<file path="src/rtl/iova_walk_pkg.sv">
package iova_walk_pkg;

   // Walk sequencer states
   typedef enum logic [2:0] {
      WS_IDLE,
      WS_L1_REQ,
      WS_L1_WAIT,
      WS_L2_REQ,
      WS_L2_WAIT,
      WS_DONE
   } walk_state_e;

   // Outcome of a first-level entry
   typedef enum logic [1:0] {
      L1K_FAULT,
      L1K_LINK,
      L1K_SECTION
   } l1_kind_e;

   // Outcome of a second-level entry
   typedef enum logic [1:0] {
      L2K_FAULT,
      L2K_LARGE,
      L2K_SMALL
   } l2_kind_e;

endpackage

</file>
<file path="src/rtl/iova_l1_decode.sv">
module iova_l1_decode
   import iova_walk_pkg::*;
(
   input  logic [1:0] type_bits,
   output l1_kind_e   kind
);

   // 01 links to a second-level table, 10 maps a section, 00/11 fault
   always_comb begin
      unique case (type_bits)
         2'b01:   kind = L1K_LINK;
         2'b10:   kind = L1K_SECTION;
         default: kind = L1K_FAULT;
      endcase
   end

endmodule

</file>
<file path="src/rtl/iova_l2_decode.sv">
module iova_l2_decode
   import iova_walk_pkg::*;
(
   input  logic [1:0] type_bits,
   output l2_kind_e   kind
);

   // bit 1 set marks a small page; 01 a large page; 00 a fault
   always_comb begin
      if (type_bits[1])
         kind = L2K_SMALL;
      else if (type_bits[0])
         kind = L2K_LARGE;
      else
         kind = L2K_FAULT;
   end

endmodule

</file>
<file path="src/rtl/iova_addr_form.sv">
module iova_addr_form #(
   parameter int ADDR_W      = 32,
   parameter int SECT_SHIFT  = 20,
   parameter int LPAGE_SHIFT = 16,
   parameter int SPAGE_SHIFT = 12,
   parameter int BASE_ALIGN  = 14,
   parameter int DESC_LOG2   = 2
) (
   input  logic [ADDR_W-1:BASE_ALIGN]                            base_hi,
   input  logic [ADDR_W-1:0]                                     va,
   input  logic [ADDR_W-1:SECT_SHIFT-SPAGE_SHIFT+DESC_LOG2]      desc_hi,
   output logic [ADDR_W-1:0]                                     l1_addr,
   output logic [ADDR_W-1:0]                                     l2_addr,
   output logic [ADDR_W-1:0]                                     pa_sect,
   output logic [ADDR_W-1:0]                                     pa_large,
   output logic [ADDR_W-1:0]                                     pa_small
);

   localparam int L2_LSB = SECT_SHIFT - SPAGE_SHIFT + DESC_LOG2;

   // descriptor slot = table base + index * entry size
   assign l1_addr  = {base_hi, va[ADDR_W-1:SECT_SHIFT], {DESC_LOG2{1'b0}}};
   assign l2_addr  = {desc_hi, va[SECT_SHIFT-1:SPAGE_SHIFT], {DESC_LOG2{1'b0}}};

   // page base masked to the page size, offset from the virtual address
   assign pa_sect  = {desc_hi[ADDR_W-1:SECT_SHIFT],  va[SECT_SHIFT-1:0]};
   assign pa_large = {desc_hi[ADDR_W-1:LPAGE_SHIFT], va[LPAGE_SHIFT-1:0]};
   assign pa_small = {desc_hi[ADDR_W-1:SPAGE_SHIFT], va[SPAGE_SHIFT-1:0]};

   logic unused_lsb;
   assign unused_lsb = ^desc_hi[SPAGE_SHIFT-1:L2_LSB];

endmodule

</file>
<file path="src/rtl/iova_table_walker.sv">
module iova_table_walker
   import iova_walk_pkg::*;
#(
   parameter int ADDR_W      = 32,
   parameter int SECT_SHIFT  = 20,
   parameter int LPAGE_SHIFT = 16,
   parameter int SPAGE_SHIFT = 12,
   parameter int BASE_ALIGN  = 14,
   parameter int DESC_LOG2   = 2
) (
   input  logic              clk,
   input  logic              rst_n,
   input  logic [ADDR_W-1:0] table_base,
   input  logic              req_valid,
   output logic              req_ready,
   input  logic [ADDR_W-1:0] req_va,
   output logic              mem_req_valid,
   input  logic              mem_req_ready,
   output logic [ADDR_W-1:0] mem_req_addr,
   input  logic              mem_rsp_valid,
   input  logic [ADDR_W-1:0] mem_rsp_data,
   output logic              res_valid,
   input  logic              res_ready,
   output logic              res_fault,
   output logic [ADDR_W-1:0] res_addr
);

   localparam int L1_IDX_W = ADDR_W - SECT_SHIFT;
   localparam int L2_IDX_W = SECT_SHIFT - SPAGE_SHIFT;
   localparam int L2_LSB   = L2_IDX_W + DESC_LOG2;

   // elaboration-time parameter checks
   if (!(SPAGE_SHIFT < LPAGE_SHIFT && LPAGE_SHIFT < SECT_SHIFT && SECT_SHIFT < ADDR_W)) begin : g_bad_sizes
      $error("page size shifts must increase strictly and stay below ADDR_W");
   end
   if (BASE_ALIGN != L1_IDX_W + DESC_LOG2) begin : g_bad_align
      $error("BASE_ALIGN must equal the first-level table size in address bits");
   end
   if (L2_LSB > SPAGE_SHIFT) begin : g_bad_l2
      $error("second-level table base must not lie above the small page base");
   end

   walk_state_e              state;
   logic [ADDR_W-1:0]        va_q;
   logic [ADDR_W-1:BASE_ALIGN] base_q;
   logic [ADDR_W-1:0]        l2_addr_q;
   logic                     fault_q;
   logic [ADDR_W-1:0]        addr_q;

   l1_kind_e                 l1_kind;
   l2_kind_e                 l2_kind;
   logic [ADDR_W-1:0]        l1_addr, l2_addr, pa_sect, pa_large, pa_small;

   iova_l1_decode u_l1_dec (
      .type_bits (mem_rsp_data[1:0]),
      .kind      (l1_kind)
   );

   iova_l2_decode u_l2_dec (
      .type_bits (mem_rsp_data[1:0]),
      .kind      (l2_kind)
   );

   iova_addr_form #(
      .ADDR_W      (ADDR_W),
      .SECT_SHIFT  (SECT_SHIFT),
      .LPAGE_SHIFT (LPAGE_SHIFT),
      .SPAGE_SHIFT (SPAGE_SHIFT),
      .BASE_ALIGN  (BASE_ALIGN),
      .DESC_LOG2   (DESC_LOG2)
   ) u_form (
      .base_hi  (base_q),
      .va       (va_q),
      .desc_hi  (mem_rsp_data[ADDR_W-1:L2_LSB]),
      .l1_addr  (l1_addr),
      .l2_addr  (l2_addr),
      .pa_sect  (pa_sect),
      .pa_large (pa_large),
      .pa_small (pa_small)
   );

   logic unused_bits;
   assign unused_bits = ^{mem_rsp_data[L2_LSB-1:2], table_base[BASE_ALIGN-1:0]};

   always_ff @(posedge clk) begin
      if (!rst_n) begin
         state     <= WS_IDLE;
         va_q      <= '0;
         base_q    <= '0;
         l2_addr_q <= '0;
         fault_q   <= 1'b0;
         addr_q    <= '0;
      end else begin
         unique case (state)
            WS_IDLE: begin
               if (req_valid) begin
                  va_q   <= req_va;
                  base_q <= table_base[ADDR_W-1:BASE_ALIGN];
                  state  <= WS_L1_REQ;
               end
            end
            WS_L1_REQ: begin
               if (mem_req_ready) state <= WS_L1_WAIT;
            end
            WS_L1_WAIT: begin
               if (mem_rsp_valid) begin
                  unique case (l1_kind)
                     L1K_SECTION: begin
                        fault_q <= 1'b0;
                        addr_q  <= pa_sect;
                        state   <= WS_DONE;
                     end
                     L1K_LINK: begin
                        l2_addr_q <= l2_addr;
                        state     <= WS_L2_REQ;
                     end
                     default: begin
                        fault_q <= 1'b1;
                        addr_q  <= va_q;
                        state   <= WS_DONE;
                     end
                  endcase
               end
            end
            WS_L2_REQ: begin
               if (mem_req_ready) state <= WS_L2_WAIT;
            end
            WS_L2_WAIT: begin
               if (mem_rsp_valid) begin
                  unique case (l2_kind)
                     L2K_SMALL: begin
                        fault_q <= 1'b0;
                        addr_q  <= pa_small;
                     end
                     L2K_LARGE: begin
                        fault_q <= 1'b0;
                        addr_q  <= pa_large;
                     end
                     default: begin
                        fault_q <= 1'b1;
                        addr_q  <= va_q;
                     end
                  endcase
                  state <= WS_DONE;
               end
            end
            WS_DONE: begin
               if (res_ready) state <= WS_IDLE;
            end
            default: state <= WS_IDLE;
         endcase
      end
   end

   assign req_ready     = (state == WS_IDLE);
   assign mem_req_valid = (state == WS_L1_REQ) || (state == WS_L2_REQ);
   assign mem_req_addr  = (state == WS_L2_REQ) ? l2_addr_q : l1_addr;
   assign res_valid     = (state == WS_DONE);
   assign res_fault     = fault_q;
   assign res_addr      = addr_q;

endmodule

</file>
<file path="config.mk">
export PLATFORM = sky130hd
export DESIGN_NAME = iova_table_walker
export DESIGN_NICKNAME = d
export VERILOG_FILES = /design/src/rtl/iova_walk_pkg.sv /design/src/rtl/iova_l1_decode.sv /design/src/rtl/iova_l2_decode.sv /design/src/rtl/iova_addr_form.sv /design/src/rtl/iova_table_walker.sv
export SDC_FILE = /design/constraint.sdc
export NUM_CORES = 1
export LEC_CHECK = 0
export BUFFER_PORTS_ARGS = -buffer_cell sky130_fd_sc_hd__buf_2
export CORE_MARGIN = 5
export CORE_UTILIZATION = 30
export CTS_BUF_LIST = sky130_fd_sc_hd__clkbuf_8
export CTS_CLUSTER_DIAMETER = 100
export DETAILED_ROUTE_END_ITERATION = 6
export SLEW_MARGIN = 40
export SYNTH_ARGS = -nofsm -noshare
export SYNTH_HDL_FRONTEND = slang
export SYNTH_SLANG_ARGS = --single-unit
</file>
<file path="constraint.sdc">
create_clock -name clk -period 1.6 [get_ports clk]
set_clock_uncertainty 0.15 [all_clocks]
set_input_delay 0.4 -clock clk [delete_from_list [all_inputs] [get_ports clk]]
set_output_delay 0.4 -clock clk [all_outputs]
set_load 0.01 [all_outputs]
</file>
==> impl_metrics.py <==
metrics = {
    "status": {
        "status": "complete, but fails checks",
        "violations": "setup timing",
    },
    "yosys": {
        "yosys_warnings": 0,
        "synth_edf_count": 0,
        "yosysTopAreaCell": "dfxtp_1",
        "synth_cell_types": 37,
        "ys_ff_latch": 116,
        "syn_inst": 575,
        "yosysTopAreaCellShare_pct": 47.29,
        "netlist_area_mm2": 0.004911,
        "synthArstFlopShare_pct": 0,
        "synthTopCellsByArea": "dfxtp_1, a21oi_1, nand2_1",
        "post_synth.cell_area_avg_um2": 8.541,
        "synth-main-ff-cell": "dfxtp_1",
        "synth.most_common_cell": "nand2_1",
        "ys_seq_area_share_pct": 47.29,
        "synth_commonest_cells": "nand2_1, a21oi_1, dfxtp_1",
    },
    "floorplanning": {
        "start_util_pct": 30.69,
        "row_count": 46,
        "die-width_um": 137.9,
        "dieArea_mm2": 0.01903,
        "die_h_um": 137.9,
        "ios": 170,
        "core_mm2": 0.01600,
    },
    "global_route": {
        "gr-total-overflow": 0,
        "first_global_vias": 4622,
        "antenna_found_initial": 2,
        "grt_usage_pct": 18.35,
        "grt_pass1_wl_um": 26060,
        "grt_max_degree": 76,
    },
    "worst_setup_path": {
        "critPathMaxFanout": 16,
        "worstPathArrival_ns": 1.74,
        "cp-end-kind": "output port",
        "required_ns": 1.05,
        "crit_start": "state[2]$_SDFFE_PN0P_",
        "crit_path_start_kind": "flip-flop",
        "r2r-start": "state[2]$_SDFFE_PN0P_",
        "criticalPathCategory": "reg -> out",
    },
    "place": {
        "gp_congestion": 0.7878,
        "place_hpwl_um": 10900,
        "dpl.cell_count": 921,
        "numPortBuffers": 145,
        "place_area_mm2": 0.006140,
    },
    "clock_tree": {
        "cts_tree": "built",
        "cts_hold_buf": 0,
        "worst_setup_hold_path_clk_slew_ns": 0.07,
        "clock_path_buffers": 2,
        "htree_levels": 4,
        "numCtsBuffers": 17,
        "numClockSinks": 116,
        "clk_latency_ns": 0.44,
        "cts-root-buf": "clkbuf_8",
    },
    "timing": {
        "setup_tns_ns": -73.01,
        "worst_slack_ns": -0.6917,
        "drv_slew": 0,
        "final-setup-viol-count": 148,
        "slew_headroom_pct": 64.72,
        "post-route-min-period_ns": 2.292,
        "rsz0062_at_grt": "true",
        "hold_viol_final": 0,
        "worst_slew_pin_slew_ns": 0.5292,
        "max_freq_mhz": 436.4,
        "post-route-period-util_pct": 143.2,
    },
    "routing": {
        "drc_errors": 0,
        "dr.first_iter.drc_count": 207,
        "viasPerCell": 4.856,
        "wl_per_cell_um": 18.60,
        "first_pass_iters": 4,
        "vias": 4817,
        "drt_wl_total_um": 18460,
        "ant_nets": 0,
    },
    "power": {
        "power_density_mw_per_mm2": 937.2,
        "leakage_nw": 3.545,
        "ir_drop_mv": 0.5746,
        "finalPower_mw": 8.035,
    },
    "cells_and_area": {
        "utilization_pct": 53.58,
        "nNetsFinal": 865,
        "final_cells": 992,
        "diodes": 0,
        "fill_cells": 1470,
        "area_growth_pct": 74.57,
        "drive_gt1_share_pct": 65.72,
        "final_cell_area_mm2": 0.008573,
    },
    "hold_path": {
        "hold_path.class": "in -> reg",
        "min_from": "table_base[28]",
    },
    "run": {
        "cap_viol_max_count": 0,
    },
}
## worst paths after layout
check	end	slack, ns	cells past startpoint
setup / recovery	mem_req_addr[29]	-0.69	5
hold / removal	base_q[28]$_SDFFE_PN0P_	0.04	3
setup reg to reg	res_addr[14]$_SDFFE_PN0P_	-0.57	12
hold reg to reg	res_addr[4]$_SDFFE_PN0P_	0.30	2
## placed cells by master, fill, tap and decap left out, drive strengths merged
master    instances
conb              2
clkinv            3
o22ai             1
nor2b             2
nand2           165
buf             214
xor2              1
a21oi           117
a2111oi           1
clkbuf           24
clkinvlp          6
and2b             2
and2              4
mux2i            21
nand3            14
o21a              1
or4               1
o21ai            14
mux2             31
nor3b             1
dfxtp           116
a21o              2
bufinv            3
nor4              1
inv               1
a211oi           20
nor3              3
nor2              1
nand2b            4
## cell families after synthesis
| family | share of synthesized area [%] |
|---|---|
| xor+xnor | 0.1784 |
| simple gates | 17.45 |
| mux | 11.64 |
| compound gates | 17.27 |
| flops | 47.29 |
| buf+inv | 6.089 |
| other cells | 0.07636 |
## power by group
group / internal [mW] / leakage (nW) / total (mW) / switching [mW]
sequential: 3.03 / 0.946 / 3.15 / 0.116
clock: 1.66 / 0.199 / 2.93 / 1.27
combinational: 0.965 / 2.40 / 1.96 / 0.998
total: 5.65 / 3.54 / 8.04 / 2.38
## layer usage
metal | global-route usage, % | vias up | part of all wire, %
met4 | 4.446 | 4 | 1.4
li1 | - | 2336 | -
met1 | 23.47 | 2335 | 43
met3 | 6.422 | 27 | 6.0
met2 | 29.75 | 115 | 49
met5 | 0 | - | 0.11
## layout make-up
class | count | area [µm²] | area share (%)
Tap cell | 216 | 270.3 | 3.152
Inverter | 1 | 6.256 | 0.07297
Clock inverter | 12 | 153.9 | 1.795
Timing Repair Buffer | 218 | 1978 | 23.07
Sequential cell | 116 | 2332 | 27.20
Multi-Input combinational cell | 409 | 3557 | 41.49
Clock buffer | 20 | 275.3 | 3.211
## what timing repair did
action,in CTS,in global routing
gates cloned,9,4
gates resized for setup,141,244
pin swaps,27,91
buffers inserted,20,14
endpoints found under the setup margin,147,148
hold endpoints to repair,0,0
## registers in the layout (all words and copies together), names as in the netlist
signal / flops
state: 3
base_q: 18
res_addr: 32
va_q: 32
l2_addr_q: 30
res_fault: 1
## through the flow
step | worst slack [ns] | hold WS, ns
after CTS | -0.7364 | 0.002319
after floorplan | -0.1999 | 0.2858
final | -0.6917 | 0.03925
after global placement | -0.2506 | 0.2935
after detailed placement | -0.2660 | 0.2979
after global routing | -0.7656 | 0.005788
## critical path, stage by stage, from the launching register on
cell     delay [ns]
dfxtp_2        0.33
and2b_2        0.24
nand2_4        0.09
buf_12         0.18
mux2_4         0.32
buf_6          0.12
Power figures use the tool's default switching activity.
